--- src/rtl/mpu_bus_pkg.sv ---
package mpu_bus_pkg;
  localparam int ADDR_W = 8;
  localparam int DATA_W = 16;

  typedef enum logic [1:0] {
    BUS_IDLE  = 2'd0,
    BUS_READ  = 2'd1,
    BUS_WRITE = 2'd2
  } bus_op_e;
endpackage

--- src/rtl/mpu_sync.sv ---
module mpu_sync #(
  parameter int              WIDTH   = 1,
  parameter int              STAGES  = 2,
  parameter logic [WIDTH-1:0] RST_VAL = '0
) (
  input  logic             clk,
  input  logic             rst_n,
  input  logic [WIDTH-1:0] d,
  output logic [WIDTH-1:0] q
);
  logic [STAGES-1:0][WIDTH-1:0] chain;

  always_ff @(posedge clk or negedge rst_n) begin
    if (!rst_n) chain[0] <= RST_VAL;
    else        chain[0] <= d;
  end

  for (genvar s = 1; s < STAGES; s++) begin : g_stage
    always_ff @(posedge clk or negedge rst_n) begin
      if (!rst_n) chain[s] <= RST_VAL;
      else        chain[s] <= chain[s-1];
    end
  end

  assign q = chain[STAGES-1];
endmodule

--- src/rtl/mpu_bus_decode.sv ---
module mpu_bus_decode
  import mpu_bus_pkg::*;
(
  input  logic    conv_sel,
  input  logic    cs_n,
  input  logic    ctl_en_wr,
  input  logic    ctl_dir_rd,
  input  logic    ale,
  input  logic    wr_hold_en,
  output bus_op_e op
);
  bus_op_e raw_op;

  always_comb begin
    raw_op = BUS_IDLE;
    if (!cs_n) begin
      if (conv_sel) begin
        if (ctl_en_wr) raw_op = ctl_dir_rd ? BUS_READ : BUS_WRITE;
      end else begin
        unique case ({ctl_en_wr, ctl_dir_rd})
          2'b10:   raw_op = BUS_READ;
          2'b01:   raw_op = BUS_WRITE;
          default: raw_op = BUS_IDLE;
        endcase
      end
    end
  end

  always_comb begin
    op = raw_op;
    if (raw_op == BUS_WRITE && wr_hold_en && ale) op = BUS_IDLE;
  end
endmodule

--- src/rtl/mpu_reg_bank.sv ---
module mpu_reg_bank #(
  parameter int DEPTH  = 16,
  parameter int ADDR_W = 8,
  parameter int DATA_W = 16
) (
  input  logic              clk,
  input  logic              rst_n,
  input  logic              wr_en,
  input  logic [ADDR_W-1:0] addr,
  input  logic [DATA_W-1:0] wr_data,
  output logic [DATA_W-1:0] rd_data
);
  localparam int IDX_W = (DEPTH > 1) ? $clog2(DEPTH) : 1;

  logic [DEPTH-1:0][DATA_W-1:0] regs;
  logic                         in_range;
  logic [IDX_W-1:0]             idx;

  assign in_range = ((addr >> IDX_W) == '0);
  assign idx      = addr[IDX_W-1:0];

  for (genvar r = 0; r < DEPTH; r++) begin : g_reg
    always_ff @(posedge clk or negedge rst_n) begin
      if (!rst_n)
        regs[r] <= '0;
      else if (wr_en && in_range && idx == IDX_W'(r))
        regs[r] <= wr_data;
    end
  end

  assign rd_data = in_range ? regs[idx] : '0;
endmodule

--- src/rtl/mpu_bus_slave.sv ---
module mpu_bus_slave
  import mpu_bus_pkg::*;
#(
  parameter int DEPTH       = 16,
  parameter int SYNC_STAGES = 2
) (
  input  logic              clk,
  input  logic              rst_n,
  input  logic              conv_sel,
  input  logic              cs_n,
  input  logic              ctl_en_wr,
  input  logic              ctl_dir_rd,
  input  logic              ale,
  input  logic              wr_hold_en,
  input  logic [ADDR_W-1:0] addr_pins,
  input  logic [DATA_W-1:0] dq_in,
  output logic [DATA_W-1:0] dq_out,
  output logic              dq_oe
);
  localparam int CTL_W  = 6;
  localparam int SYNC_W = CTL_W + ADDR_W + DATA_W;
  // chip select resets to its inactive (high) level
  localparam logic [SYNC_W-1:0] SYNC_RST = {1'b0, 1'b1, {(SYNC_W-2){1'b0}}};

  logic              conv_s, cs_s, en_s, dir_s, ale_s, hold_s;
  logic [ADDR_W-1:0] addr_s;
  logic [DATA_W-1:0] data_s;
  logic [ADDR_W-1:0] addr_q;
  logic [DATA_W-1:0] rd_data;
  logic              wr_q, wr_act, rd_act, wr_commit;
  bus_op_e           op;

  mpu_sync #(
    .WIDTH  (SYNC_W),
    .STAGES (SYNC_STAGES),
    .RST_VAL(SYNC_RST)
  ) u_sync (
    .clk  (clk),
    .rst_n(rst_n),
    .d    ({conv_sel, cs_n, ctl_en_wr, ctl_dir_rd, ale, wr_hold_en, addr_pins, dq_in}),
    .q    ({conv_s, cs_s, en_s, dir_s, ale_s, hold_s, addr_s, data_s})
  );

  mpu_bus_decode u_dec (
    .conv_sel  (conv_s),
    .cs_n      (cs_s),
    .ctl_en_wr (en_s),
    .ctl_dir_rd(dir_s),
    .ale       (ale_s),
    .wr_hold_en(hold_s),
    .op        (op)
  );

  assign rd_act = (op == BUS_READ);
  assign wr_act = (op == BUS_WRITE);

  always_ff @(posedge clk or negedge rst_n) begin
    if (!rst_n) begin
      wr_q   <= 1'b0;
      addr_q <= '0;
    end else begin
      wr_q <= wr_act;
      if (ale_s) addr_q <= addr_s;
    end
  end

  assign wr_commit = wr_act & ~wr_q;

  mpu_reg_bank #(
    .DEPTH (DEPTH),
    .ADDR_W(ADDR_W),
    .DATA_W(DATA_W)
  ) u_bank (
    .clk    (clk),
    .rst_n  (rst_n),
    .wr_en  (wr_commit),
    .addr   (addr_q),
    .wr_data(data_s),
    .rd_data(rd_data)
  );

  assign dq_oe  = rd_act;
  assign dq_out = rd_act ? rd_data : '0;
endmodule

--- config.mk ---
export PLATFORM = sky130hd
export DESIGN_NAME = mpu_bus_slave
export DESIGN_NICKNAME = d
export VERILOG_FILES = /design/src/rtl/mpu_bus_pkg.sv /design/src/rtl/mpu_sync.sv /design/src/rtl/mpu_bus_decode.sv /design/src/rtl/mpu_reg_bank.sv /design/src/rtl/mpu_bus_slave.sv
export SDC_FILE = /design/constraint.sdc
export NUM_CORES = 1
export LEC_CHECK = 0
export CAP_MARGIN = 20
export CORE_MARGIN = 2
export CORE_UTILIZATION = 60
export CTS_CLUSTER_DIAMETER = 150
export CTS_CLUSTER_SIZE = 16
export DETAILED_ROUTE_END_ITERATION = 6
export PLACE_DENSITY_LB_ADDON = 0.1
export SLEW_MARGIN = 5
export SYNTH_ARGS = -nofsm -noshare
export SYNTH_HDL_FRONTEND = slang
export SYNTH_SLANG_ARGS = --single-unit
--- constraint.sdc ---
create_clock -name clk -period 3.1 [get_ports clk]
set_clock_uncertainty 0.1 [all_clocks]
set_input_delay 0.31 -clock clk [delete_from_list [all_inputs] [get_ports clk]]
set_output_delay 0.31 -clock clk [all_outputs]
set_load 0.05 [all_outputs]
==> metrics.txt, run 1 <==
# TYPE chip_impl_metric gauge
chip_impl_metric{name="finalSetupViolCount",unit=""} 0
chip_impl_metric{name="area_delta_synth_final",unit="%"} 12.91
chip_impl_metric{name="required",unit="ps"} 2690
chip_impl_metric{name="place.detailed.instances",unit=""} 1153
chip_impl_metric{name="drcViolationCount",unit=""} 0
chip_impl_metric{name="initial_antenna_violation_count",unit=""} 0
chip_impl_metric{name="htree_num_levels",unit=""} 1
chip_impl_info{name="cell_family_with_the_largest_share_of_critical_path_delay",value="flip-flops"} 1
chip_impl_metric{name="route.detailed.wl_per_inst",unit="um"} 24.18
chip_impl_metric{name="grt_first_pass_wirelength",unit="um"} 46560
chip_impl_metric{name="final_area",unit="um2"} 15990
chip_impl_info{name="path_cells",value="buf_4, mux4_2, mux2i_1, o22ai_1, buf_12"} 1
chip_impl_metric{name="max-vdd-ir-drop",unit="uV"} 532.3
chip_impl_metric{name="synth_cell_type_count",unit=""} 28
chip_impl_metric{name="detail-route-antenna-nets",unit=""} 0
chip_impl_info{name="hold_path.class",value="in -> reg"} 1
chip_impl_metric{name="yosys_register_bits",unit=""} 325
chip_impl_metric{name="gr-total-overflow",unit=""} 0
chip_impl_metric{name="grt_pass1_vias",unit=""} 8025
chip_impl_metric{name="final_net_count",unit=""} 894
chip_impl_info{name="path_class",value="reg -> out"} 1
chip_impl_metric{name="crit_path_max_fanout",unit=""} 29
chip_impl_metric{name="clock.fmax",unit="GHz"} 0.3266
chip_impl_info{name="leading_post_synthesis_cells_by_cell_area",value="sky130_fd_sc_hd__dfrtp_1, sky130_fd_sc_hd__mux2_2, sky130_fd_sc_hd__mux4_2, sky130_fd_sc_hd__mux2_4, sky130_fd_sc_hd__nor4_4"} 1
chip_impl_info{name="rsz_0062_raised_after_global_routing",value="false"} 1
chip_impl_metric{name="io-pin-count",unit=""} 49
chip_impl_metric{name="timing.critical_path.arrival",unit="ps"} 2650
chip_impl_metric{name="globalRouteTotalUtil",unit="%"} 24.80
chip_impl_metric{name="core.rowCount",unit=""} 56
chip_impl_metric{name="drt_pass1_iterations",unit=""} 4
chip_impl_metric{name="instances_no_fill",unit=""} 1191
chip_impl_metric{name="cts.sink_count",unit=""} 325
chip_impl_metric{name="finalCriticalPeriod",unit="ps"} 3061
chip_impl_metric{name="final_hold_viol_count",unit=""} 0
chip_impl_metric{name="yosys_warnings",unit=""} 0
chip_impl_metric{name="synth.net_count",unit=""} 830
chip_impl_metric{name="setup-tns-final",unit="ps"} 0
chip_impl_metric{name="route.final.wire_length",unit="um"} 28800
chip_impl_info{name="critPathSlowestCell",value="sky130_fd_sc_hd__dfrtp_4"} 1
chip_impl_metric{name="max_root_sink_buffers",unit=""} 3
chip_impl_metric{name="least_margin_pin_slew",unit="ps"} 1121
chip_impl_metric{name="yosysSeqAreaShare",unit="%"} 57.44
chip_impl_metric{name="floorplan.initialDensity",unit="%"} 60.70
chip_impl_metric{name="crit_buf_inv",unit=""} 2
chip_impl_metric{name="vertical_die_dimension",unit="um"} 157.6
chip_impl_metric{name="report.final.slew_viol_count",unit=""} 0
chip_impl_metric{name="gpl.final_weighted_congestion",unit=""} 0.7603
chip_impl_info{name="clockRootBuffer",value="sky130_fd_sc_hd__clkbuf_16"} 1
chip_impl_metric{name="avgSynthCellArea",unit="um2"} 17.75
chip_impl_metric{name="yosys.area.top_type_share",unit="%"} 57.07
chip_impl_metric{name="placed_area",unit="um2"} 15290
chip_impl_info{name="synthDominantAreaCellType",value="sky130_fd_sc_hd__dfrtp_1"} 1
chip_impl_metric{name="pwr_density_cell",unit="nW/um2"} 493.7
chip_impl_metric{name="antennaDiodeCount",unit=""} 0
chip_impl_metric{name="core_area",unit="um2"} 23330
chip_impl_metric{name="post_drt_via_cell_ratio",unit=""} 6.000
chip_impl_metric{name="hpwl",unit="um"} 18510
chip_impl_metric{name="pre_cts_ws",unit="ps"} 471.7
chip_impl_metric{name="cap_viol_max_count",unit=""} 0
chip_impl_metric{name="vias",unit=""} 7146
chip_impl_metric{name="path_clk_slew",unit="ps"} 70
chip_impl_metric{name="place.port_buffers",unit=""} 48
chip_impl_metric{name="netlist_instances",unit=""} 798
chip_impl_info{name="status",value="finished clean"} 1
chip_impl_info{name="tritoncts_clock_tree",value="built"} 1
chip_impl_metric{name="postLayoutSetupSlackWorst",unit="ps"} 38.54
chip_impl_metric{name="die_area",unit="um2"} 24850
chip_impl_metric{name="power.leakage",unit="nW"} 7.480
chip_impl_metric{name="cts_buffers",unit=""} 24
chip_impl_metric{name="die_width",unit="um"} 157.6
chip_impl_info{name="setup.worst_path.start_class",value="flop"} 1
chip_impl_info{name="cp-end-kind",value="output pin"} 1
chip_impl_metric{name="grt_max_degree",unit=""} 100
chip_impl_metric{name="clkLatencyLatePin",unit="ps"} 550
chip_impl_metric{name="max-slew-margin-rel",unit="%"} 24.98
chip_impl_metric{name="cp_slowest_stage_delay",unit="ps"} 710
chip_impl_metric{name="drt_iter0_drc",unit=""} 478
chip_impl_metric{name="min_period_over_period",unit="%"} 98.76
chip_impl_metric{name="syn_area",unit="um2"} 14160
chip_impl_metric{name="fraction_of_final_layout_cells_sized_beyond_drive_strength_1",unit="%"} 51.49
-- cells in the mapped netlist, drive strengths merged --
master and n:
dfrtp 323, mux2 264, mux4 64, mux2i 32
buf 30, clkbuf 29, nor4 16, o22ai 16
nand2b 6, nand2 4, dfstp 2, nor2 2
or2 2, a21oi 1, and3b 1, inv 1
nor3 1, nor3b 1, nor4b 1, o21ai 1
xor2 1
-- metal layers --
metal	vias up	global-route usage, %	wire, um
li1	3085	-	-
met1	3885	34.17	12470
met2	138	42.63	14830
met3	38	2.929	828
met4	0	6.277	669
met5	-	0	0
-- final cells by class --
type                       instances  area (um2)
multi-input combinational        413        5682
sequential                       325        8144
tap                              319       399.1
clock inverter                     2       32.53
timing repair buffer              97        1091
inverter                           1       3.754
clock buffer                      34       638.1
fill                            1544        7342
-- cells by family after synthesis --
| group | synth area share [%] |
|---|---|
| muxes | 35.82 |
| DFF | 57.44 |
| buffers and inverters | 2.527 |
| and+or+nand+nor | 3.216 |
| AOI/OAI and AO/OA | 0.9366 |
| xor gates and xnor gates | 0.06185 |
-- where the power goes --
group	total (W)	switching (W)	internal, W
Sequential	0.00449	0.000140	0.00435
Clock	0.00287	0.00143	0.00143
Combinational	0.000534	0.000271	0.000263
-- per-stage QoR --
step                      util [%]  hold WS (ps)  total power [W]
after global routing         68.53         89.49         0.008195
after CTS                    68.51         76.21         0.007975
after detailed placement     65.52         235.5         0.005115
final                        68.53         98.14         0.007895
after floorplan                  -        -85.59         0.004861
after global placement       65.52         231.8         0.005088
-- flip-flops by register name, indices dropped and copies added, names as in the netlist --
name,cells
wr_q,1
u_bank.regs,256
u_sync.q,30
u_sync.chain,30
addr_q,8
-- layout by cell type, fill, tap and decap left out, types with 3 or more instances in the layout --
cell type and count:
sky130_fd_sc_hd__dfrtp_1 320, sky130_fd_sc_hd__mux2_2 174, sky130_fd_sc_hd__mux2_4 90, sky130_fd_sc_hd__mux4_2 64, sky130_fd_sc_hd__buf_4 42, sky130_fd_sc_hd__mux2i_1 32
sky130_fd_sc_hd__clkdlybuf4s50_1 31, sky130_fd_sc_hd__clkbuf_16 24, sky130_fd_sc_hd__buf_12 22, sky130_fd_sc_hd__nor4_4 16, sky130_fd_sc_hd__o22ai_1 15, sky130_fd_sc_hd__clkbuf_1 10
sky130_fd_sc_hd__nand2b_1 6, sky130_fd_sc_hd__nand2_1 3
-- repair_timing --
item                       CTS  global route
setup endpoints to repair    8             1
setup buffers                1             0
hold endpoints to repair    94             0
gates resized for setup      2             1
hold buffers                 1             0
-- path summary, 6_finish.rpt --
path | slack (ps) | to | from | depth (start not counted)
setup / recovery | 40 | dq_out[12] | addr_q[3]$_DFFE_PN0P_ | 5
hold reg to reg | 230 | u_sync.q[27]$_DFF_PN0_ | u_sync.chain[27]$_DFF_PN0_ | 0
hold / removal | 100 | u_sync.chain[15]$_DFF_PN0_ | dq_in[15] | 1
max in group asynchronous | 1720 | u_sync.chain[28]$_DFF_PN1_ | rst_n | 3
min in group asynchronous | 320 | u_bank.regs[26]$_DFFE_PN0P_ | rst_n | 2
setup reg to reg | 610 | u_bank.regs[231]$_DFFE_PN0P_ | u_sync.q[29]$_DFF_PN0_ | 5
(Power assumes the default switching activity.)
==> run 2: changes to the inputs <==
--- a/config.mk
+++ b/config.mk
@@ -6,8 +6,10 @@
 export NUM_CORES = 1
 export LEC_CHECK = 0
 export CAP_MARGIN = 20
+export CELL_PAD_IN_SITES_DETAIL_PLACEMENT = 0
+export CELL_PAD_IN_SITES_GLOBAL_PLACEMENT = 1
 export CORE_MARGIN = 2
-export CORE_UTILIZATION = 60
+export CORE_UTILIZATION = 53
 export CTS_CLUSTER_DIAMETER = 150
 export CTS_CLUSTER_SIZE = 16
 export DETAILED_ROUTE_END_ITERATION = 6
==> metrics.txt, run 2 (synthesis results as in run 1) <==
# TYPE chip_impl_metric gauge
chip_impl_metric{name="pre_cts_ws",unit="ps"} 554.9
chip_impl_metric{name="gr-total-overflow",unit=""} 0
chip_impl_metric{name="globalRouteTotalUtil",unit="%"} 22.74
chip_impl_info{name="hold_path.class",value="in -> reg"} 1
chip_impl_info{name="rsz_0062_raised_after_global_routing",value="false"} 1
chip_impl_metric{name="max-vdd-ir-drop",unit="uV"} 646.9
chip_impl_metric{name="drt_iter0_drc",unit=""} 374
chip_impl_metric{name="min_path_cells",unit=""} 1
chip_impl_info{name="commonest_non_fill_non_tap_cells_in_the_layout",value="sky130_fd_sc_hd__dfrtp_1, sky130_fd_sc_hd__mux2_2, sky130_fd_sc_hd__mux2_4"} 1
chip_impl_metric{name="vias",unit=""} 7176
chip_impl_metric{name="area_delta_synth_final",unit="%"} 13.29
chip_impl_metric{name="antennaDiodeCount",unit=""} 0
chip_impl_info{name="max_flop_register",value="u_bank.regs"} 1
chip_impl_info{name="setup.worst_path.start_class",value="flop"} 1
chip_impl_metric{name="finalCriticalPeriod",unit="ps"} 2955
chip_impl_metric{name="fraction_of_final_layout_cells_sized_beyond_drive_strength_1",unit="%"} 51.32
chip_impl_metric{name="least_margin_pin_slew",unit="ps"} 1121
chip_impl_metric{name="cap_viol_max_count",unit=""} 0
chip_impl_metric{name="largest_register_ffs",unit=""} 256
chip_impl_metric{name="final_net_count",unit=""} 893
chip_impl_metric{name="power_share_of_the_sequential_group",unit="%"} 56.5
chip_impl_info{name="timing.rr.end",value="u_bank.regs[164]$_DFFE_PN0P_"} 1
chip_impl_metric{name="switching_power",unit="W"} 0.001857
chip_impl_metric{name="report.final.slew_viol_count",unit=""} 0
chip_impl_metric{name="post_drt_via_cell_ratio",unit=""} 5.950
chip_impl_info{name="failed_checks",value="DRC"} 1
chip_impl_metric{name="cts.sink_count",unit=""} 325
chip_impl_info{name="tritoncts_clock_tree",value="built"} 1
chip_impl_metric{name="min_period_over_period",unit="%"} 95.33
chip_impl_info{name="cp-end-kind",value="output pin"} 1
chip_impl_info{name="crit_end",value="dq_out[0]"} 1
chip_impl_metric{name="power.leakage",unit="nW"} 7.484
chip_impl_metric{name="path_clk_slew",unit="ps"} 80
chip_impl_metric{name="vertical_die_dimension",unit="um"} 167.5
chip_impl_metric{name="max_root_sink_buffers",unit=""} 3
chip_impl_metric{name="max-slew-margin-rel",unit="%"} 24.98
chip_impl_metric{name="gpl.final_weighted_congestion",unit=""} 0.7501
chip_impl_metric{name="clock.fmax",unit="GHz"} 0.3384
chip_impl_metric{name="die_area",unit="um2"} 28040
chip_impl_metric{name="detail-route-antenna-nets",unit=""} 0
chip_impl_metric{name="setup-tns-final",unit="ps"} 0
chip_impl_metric{name="place.port_buffers",unit=""} 48
chip_impl_metric{name="timing.reg2reg.worst_path_depth",unit=""} 6
chip_impl_info{name="final_common_cell",value="sky130_fd_sc_hd__dfrtp_1"} 1
chip_impl_metric{name="power.clock.fraction",unit="%"} 36.4
chip_impl_metric{name="int_power",unit="W"} 0.006060
chip_impl_info{name="clockRootBuffer",value="sky130_fd_sc_hd__clkbuf_16"} 1
chip_impl_metric{name="htree_num_levels",unit=""} 1
chip_impl_metric{name="core.rowCount",unit=""} 59
chip_impl_metric{name="clkLatencyLatePin",unit="ps"} 540
chip_impl_metric{name="postLayoutSetupSlackWorst",unit="ps"} 144.8
chip_impl_metric{name="pwr_density_cell",unit="nW/um2"} 493.4
chip_impl_metric{name="drcViolationCount",unit=""} 3
chip_impl_metric{name="grt_max_degree",unit=""} 80
chip_impl_info{name="r2r-start",value="addr_q[4]$_DFFE_PN0P_"} 1
chip_impl_metric{name="timing.critical_path.arrival",unit="ps"} 2550
chip_impl_info{name="path_class",value="reg -> out"} 1
chip_impl_metric{name="route.detailed.wl_per_inst",unit="um"} 25.31
chip_impl_metric{name="floorplan.initialDensity",unit="%"} 54.19
chip_impl_metric{name="final_hold_viol_count",unit=""} 0
chip_impl_metric{name="crit_path_max_fanout",unit=""} 18
chip_impl_metric{name="grt_pass1_vias",unit=""} 8074
chip_impl_metric{name="die_width",unit="um"} 167.5
chip_impl_info{name="status",value="complete, but fails checks"} 1
chip_impl_metric{name="finalSetupViolCount",unit=""} 0
chip_impl_metric{name="io-pin-count",unit=""} 49
chip_impl_metric{name="required",unit="ps"} 2690
chip_impl_metric{name="core_area",unit="um2"} 26130
chip_impl_metric{name="grt_first_pass_wirelength",unit="um"} 48660
chip_impl_metric{name="route.final.wire_length",unit="um"} 30530
chip_impl_info{name="timing.critical_path.from",value="addr_q[1]$_DFFE_PN0P_"} 1
chip_impl_metric{name="initial_antenna_violation_count",unit=""} 0
chip_impl_metric{name="power.share.switching",unit="%"} 23.46
chip_impl_metric{name="fill_cells",unit=""} 1934
chip_impl_metric{name="share_comb_of_total_power",unit="%"} 7.2
chip_impl_metric{name="cts_buffers",unit=""} 24
chip_impl_metric{name="post-layout-total-power",unit="W"} 0.007917
chip_impl_metric{name="reg2reg_setup_slack",unit="ps"} 600
chip_impl_metric{name="final_core_utilization",unit="%"} 61.40
chip_impl_metric{name="drt_pass1_iterations",unit=""} 7
chip_impl_metric{name="hpwl",unit="um"} 18670
run 2: timing repair:
item                                    4_1_cts  5_1_grt
endpoints found under the setup margin        1        2
buffers inserted                              6        0
hold endpoints to repair                     65        0
hold buffers                                  1        0
gates resized for setup                       0        1
run 2: worst min-delay path by stage:
stage	from	end	slack (ps)
floorplan	rst_n	addr_q[0]$_DFFE_PN0P_	-90
global placement	rst_n	u_bank.regs[93]$_DFFE_PN0P_	200
detailed placement	rst_n	u_bank.regs[93]$_DFFE_PN0P_	200
CTS	cs_n	u_sync.chain[28]$_DFF_PN1_	50
global route	cs_n	u_sync.chain[28]$_DFF_PN1_	60
finish	cs_n	u_sync.chain[28]$_DFF_PN1_	80
run 2: layer usage:
| metal | vias to the layer above | GRT usage (%) | part of all wire (%) |
|---|---|---|---|
| met2 | 149 | 38.12 | 50 |
| met5 | - | 0 | 0 |
| met4 | 0 | 7.297 | 3.0 |
| met1 | 3893 | 31.01 | 43 |
| met3 | 59 | 3.380 | 3.9 |
| li1 | 3075 | - | - |
run 2: worst max-delay path, cell delays in order (launching register included):
cell and delay (ps):
sky130_fd_sc_hd__dfrtp_4 560, sky130_fd_sc_hd__buf_12 240, sky130_fd_sc_hd__mux4_2 520, sky130_fd_sc_hd__mux2i_1 240, sky130_fd_sc_hd__o22ai_1 220, sky130_fd_sc_hd__buf_12 200
run 2: metrics by stage:
stage                     instances  hold WS, ps  cell area (um2)
final                          1206        77.21            16040
after global routing           1206        58.33            16040
after CTS                      1206        50.54            16040
after detailed placement       1163        204.3            15310
after global placement         1163        195.1            15310
after floorplan                 798       -85.59            14160
run 2: power by group through the flow:
stage | logic, W | registers (W) | clock network [W]
floorplan | 0.000382 | 0.00448 | 0
global placement | 0.000545 | 0.00455 | 0
detailed placement | 0.000558 | 0.00456 | 0
CTS | 0.000581 | 0.00447 | 0.00297
global route | 0.000616 | 0.00449 | 0.00314
finish | 0.000567 | 0.00447 | 0.00288
run 2: cell type report:
class | instances | area [um2] | share of cell area [%]
Timing Repair Buffer | 96 | 1134 | 7.065
Inverter | 1 | 3.754 | 0.02340
Sequential cell | 325 | 8142 | 50.74
Tap cell | 335 | 419.2 | 2.612
Multi-Input combinational cell | 413 | 5675 | 35.37
Clock buffer | 34 | 638.1 | 3.977
Clock inverter | 2 | 32.53 | 0.2028
==> run 3: changes to the inputs <==
==> constraint.sdc (replaced) <==
create_clock -name clk -period 3.1 [get_ports clk]
set_clock_uncertainty 0.1 [all_clocks]
set_input_delay 0.465 -clock clk [delete_from_list [all_inputs] [get_ports clk]]
set_output_delay 0.465 -clock clk [all_outputs]
set_load 0.05 [all_outputs]
==> metrics.txt, run 3 (synthesis results as in run 1) <==
# TYPE chip_impl_metric gauge
chip_impl_info{name="status",value="complete, but fails checks"} 1
chip_impl_info{name="failed_checks",value="DRC"} 1
chip_impl_metric{name="vias",unit=""} 7234
chip_impl_info{name="timing.critical_path.from",value="addr_q[1]$_DFFE_PN0P_"} 1
chip_impl_info{name="path_class",value="reg -> out"} 1
chip_impl_info{name="final_common_cell",value="sky130_fd_sc_hd__dfrtp_1"} 1
chip_impl_info{name="tritoncts_clock_tree",value="built"} 1
chip_impl_metric{name="grt_pass1_vias",unit=""} 8048
chip_impl_metric{name="post_drt_via_cell_ratio",unit=""} 5.988
chip_impl_metric{name="die_area",unit="um2"} 28040
chip_impl_metric{name="report.final.slew_viol_count",unit=""} 0
chip_impl_metric{name="core_area",unit="um2"} 26130
chip_impl_metric{name="fill_cells",unit=""} 1898
chip_impl_info{name="critPathSlowestCell",value="sky130_fd_sc_hd__dfrtp_4"} 1
chip_impl_metric{name="final_net_count",unit=""} 896
chip_impl_metric{name="max-slew-margin-rel",unit="%"} 25.44
chip_impl_metric{name="final_hold_viol_count",unit=""} 0
chip_impl_metric{name="power.leakage",unit="nW"} 7.505
chip_impl_metric{name="grt_max_degree",unit=""} 87
chip_impl_metric{name="globalRouteTotalUtil",unit="%"} 22.76
chip_impl_info{name="setup.worst_path.start_class",value="flop"} 1
chip_impl_metric{name="route.final.wire_length",unit="um"} 30610
chip_impl_metric{name="min_period_over_period",unit="%"} 97.38
chip_impl_metric{name="clock.fmax",unit="GHz"} 0.3313
chip_impl_metric{name="least_margin_pin_slew",unit="ps"} 1114
chip_impl_metric{name="drt_pass1_iterations",unit=""} 6
chip_impl_metric{name="post-layout-total-power",unit="W"} 0.007939
chip_impl_metric{name="place.port_buffers",unit=""} 48
chip_impl_metric{name="area_delta_synth_final",unit="%"} 13.76
chip_impl_metric{name="grt_first_pass_wirelength",unit="um"} 48670
chip_impl_metric{name="cts_buffers",unit=""} 24
chip_impl_metric{name="die_width",unit="um"} 167.5
chip_impl_metric{name="cap_viol_max_count",unit=""} 0
chip_impl_metric{name="path_clk_slew",unit="ps"} 70
chip_impl_info{name="cp-end-kind",value="output pin"} 1
chip_impl_metric{name="min_path_cells",unit=""} 1
chip_impl_metric{name="crit_path_max_fanout",unit=""} 9
chip_impl_metric{name="clkLatencyLatePin",unit="ps"} 520
chip_impl_info{name="critical-path-top-cell-by-count",value="sky130_fd_sc_hd__buf_4"} 1
chip_impl_metric{name="initial_antenna_violation_count",unit=""} 0
chip_impl_info{name="holdCritStartpoint",value="cs_n"} 1
chip_impl_metric{name="io-pin-count",unit=""} 49
chip_impl_metric{name="pwr_density_cell",unit="nW/um2"} 492.7
chip_impl_metric{name="gr-total-overflow",unit=""} 0
chip_impl_metric{name="cp_slowest_stage_delay",unit="ps"} 570
chip_impl_info{name="r2r-start",value="u_sync.q[29]$_DFF_PN0_"} 1
chip_impl_metric{name="vertical_die_dimension",unit="um"} 167.5
chip_impl_metric{name="drt_iter0_drc",unit=""} 427
chip_impl_metric{name="hold_ws",unit="ps"} 246.6
chip_impl_info{name="hold_path.class",value="in -> reg"} 1
chip_impl_metric{name="core.rowCount",unit=""} 59
chip_impl_info{name="path_cells",value="buf_4, buf_4, mux4_2, mux2i_2, o22ai_2, buf_12"} 1
chip_impl_metric{name="route.detailed.wl_per_inst",unit="um"} 25.34
chip_impl_metric{name="gpl.final_weighted_congestion",unit=""} 0.7579
chip_impl_info{name="max_flop_register",value="u_bank.regs"} 1
chip_impl_metric{name="finalCriticalPeriod",unit="ps"} 3019
chip_impl_metric{name="floorplan.initialDensity",unit="%"} 54.19
chip_impl_metric{name="largest_register_ffs",unit=""} 256
chip_impl_metric{name="fraction_of_final_layout_cells_sized_beyond_drive_strength_1",unit="%"} 52.12
chip_impl_metric{name="cts.sink_count",unit=""} 325
chip_impl_metric{name="max_root_sink_buffers",unit=""} 3
chip_impl_metric{name="timing.reg2reg.worst_path_depth",unit=""} 5
chip_impl_metric{name="drcViolationCount",unit=""} 3
chip_impl_metric{name="finalSetupViolCount",unit=""} 0
chip_impl_metric{name="detail-route-antenna-nets",unit=""} 0
chip_impl_info{name="clockRootBuffer",value="sky130_fd_sc_hd__clkbuf_16"} 1
chip_impl_metric{name="htree_num_levels",unit=""} 1
chip_impl_info{name="commonest_non_fill_non_tap_cells_in_the_layout",value="sky130_fd_sc_hd__dfrtp_1, sky130_fd_sc_hd__mux2_2, sky130_fd_sc_hd__mux2_4"} 1
chip_impl_metric{name="antennaDiodeCount",unit=""} 0
chip_impl_metric{name="required",unit="ps"} 2530
chip_impl_metric{name="timing.critical_path.arrival",unit="ps"} 2450
chip_impl_metric{name="hpwl",unit="um"} 18410
chip_impl_metric{name="max-vdd-ir-drop",unit="uV"} 429.0
-- run 3: critical path, delay by kind of cell (launching register included) --
kind	cells	cell delay, ps
multiplexers	2	690
flip-flops	1	570
buffers and inverters	3	480
AO/OA/AOI/OAI	1	190
-- run 3: routing by layer --
| layer | routed length, um | global-route usage (%) | vias to the layer above |
|---|---|---|---|
| met5 | 0 | 0 | - |
| met4 | 937 | 7.410 | 0 |
| met3 | 1077 | 3.073 | 51 |
| met2 | 15560 | 39.27 | 135 |
| met1 | 13040 | 30.16 | 3973 |
| li1 | - | - | 3075 |
-- run 3: cell type report --
type                       count  area [um2]  area share, %
clock buffer                  34       659.4          4.093
timing repair buffer          99        1167          7.245
inverter                       1       3.754        0.02330
multi-input combinational    413        5704          35.40
tap                          335       419.2          2.602
clock inverter                 1       16.27         0.1010
sequential                   325        8142          50.53
-- run 3: what timing repair did --
| item | 4_1_cts | 5_1_grt |
|---|---|---|
| buffers inserted | 5 | 4 |
| hold buffers | 1 | 0 |
| hold endpoints to repair | 78 | 0 |
| endpoints found under the setup margin | 15 | 16 |
| resized for setup | 3 | 5 |
-- run 3: where the power goes --
part / switching [W] / internal [W] / total, W / leakage [nW]
Sequential: 0.000115 / 0.00435 / 0.00447 / 4.37
Clock: 0.00141 / 0.00147 / 0.00289 / 0.326
Combinational: 0.000302 / 0.000285 / 0.000586 / 2.81
Total: 0.00183 / 0.00611 / 0.00794 / 7.51
-- run 3: path summary, 6_finish.rpt --
check	slack, ps	to
max	80	dq_out[6]
min	250	u_sync.chain[28]$_DFF_PN1_
max reg2reg	620	u_bank.regs[39]$_DFFE_PN0P_
min reg2reg	250	u_sync.q[8]$_DFF_PN0_
max in group asynchronous	1570	u_bank.regs[72]$_DFFE_PN0P_
min in group asynchronous	440	u_bank.regs[29]$_DFFE_PN0P_
-- run 3: per-stage QoR --
step                      setup slack (ps)  util (%)  instances  setup TNS [ps]  instance area, um2
after floorplan                      378.0         -        798               0               14160
after global placement               367.4     58.55       1163               0               15300
after detailed placement             378.9     58.55       1163               0               15300
after CTS                           -1.709     61.43       1204          -1.709               16050
after global routing                -3.547     61.65       1208          -3.547               16110
final                                81.21     61.65       1208               0               16110
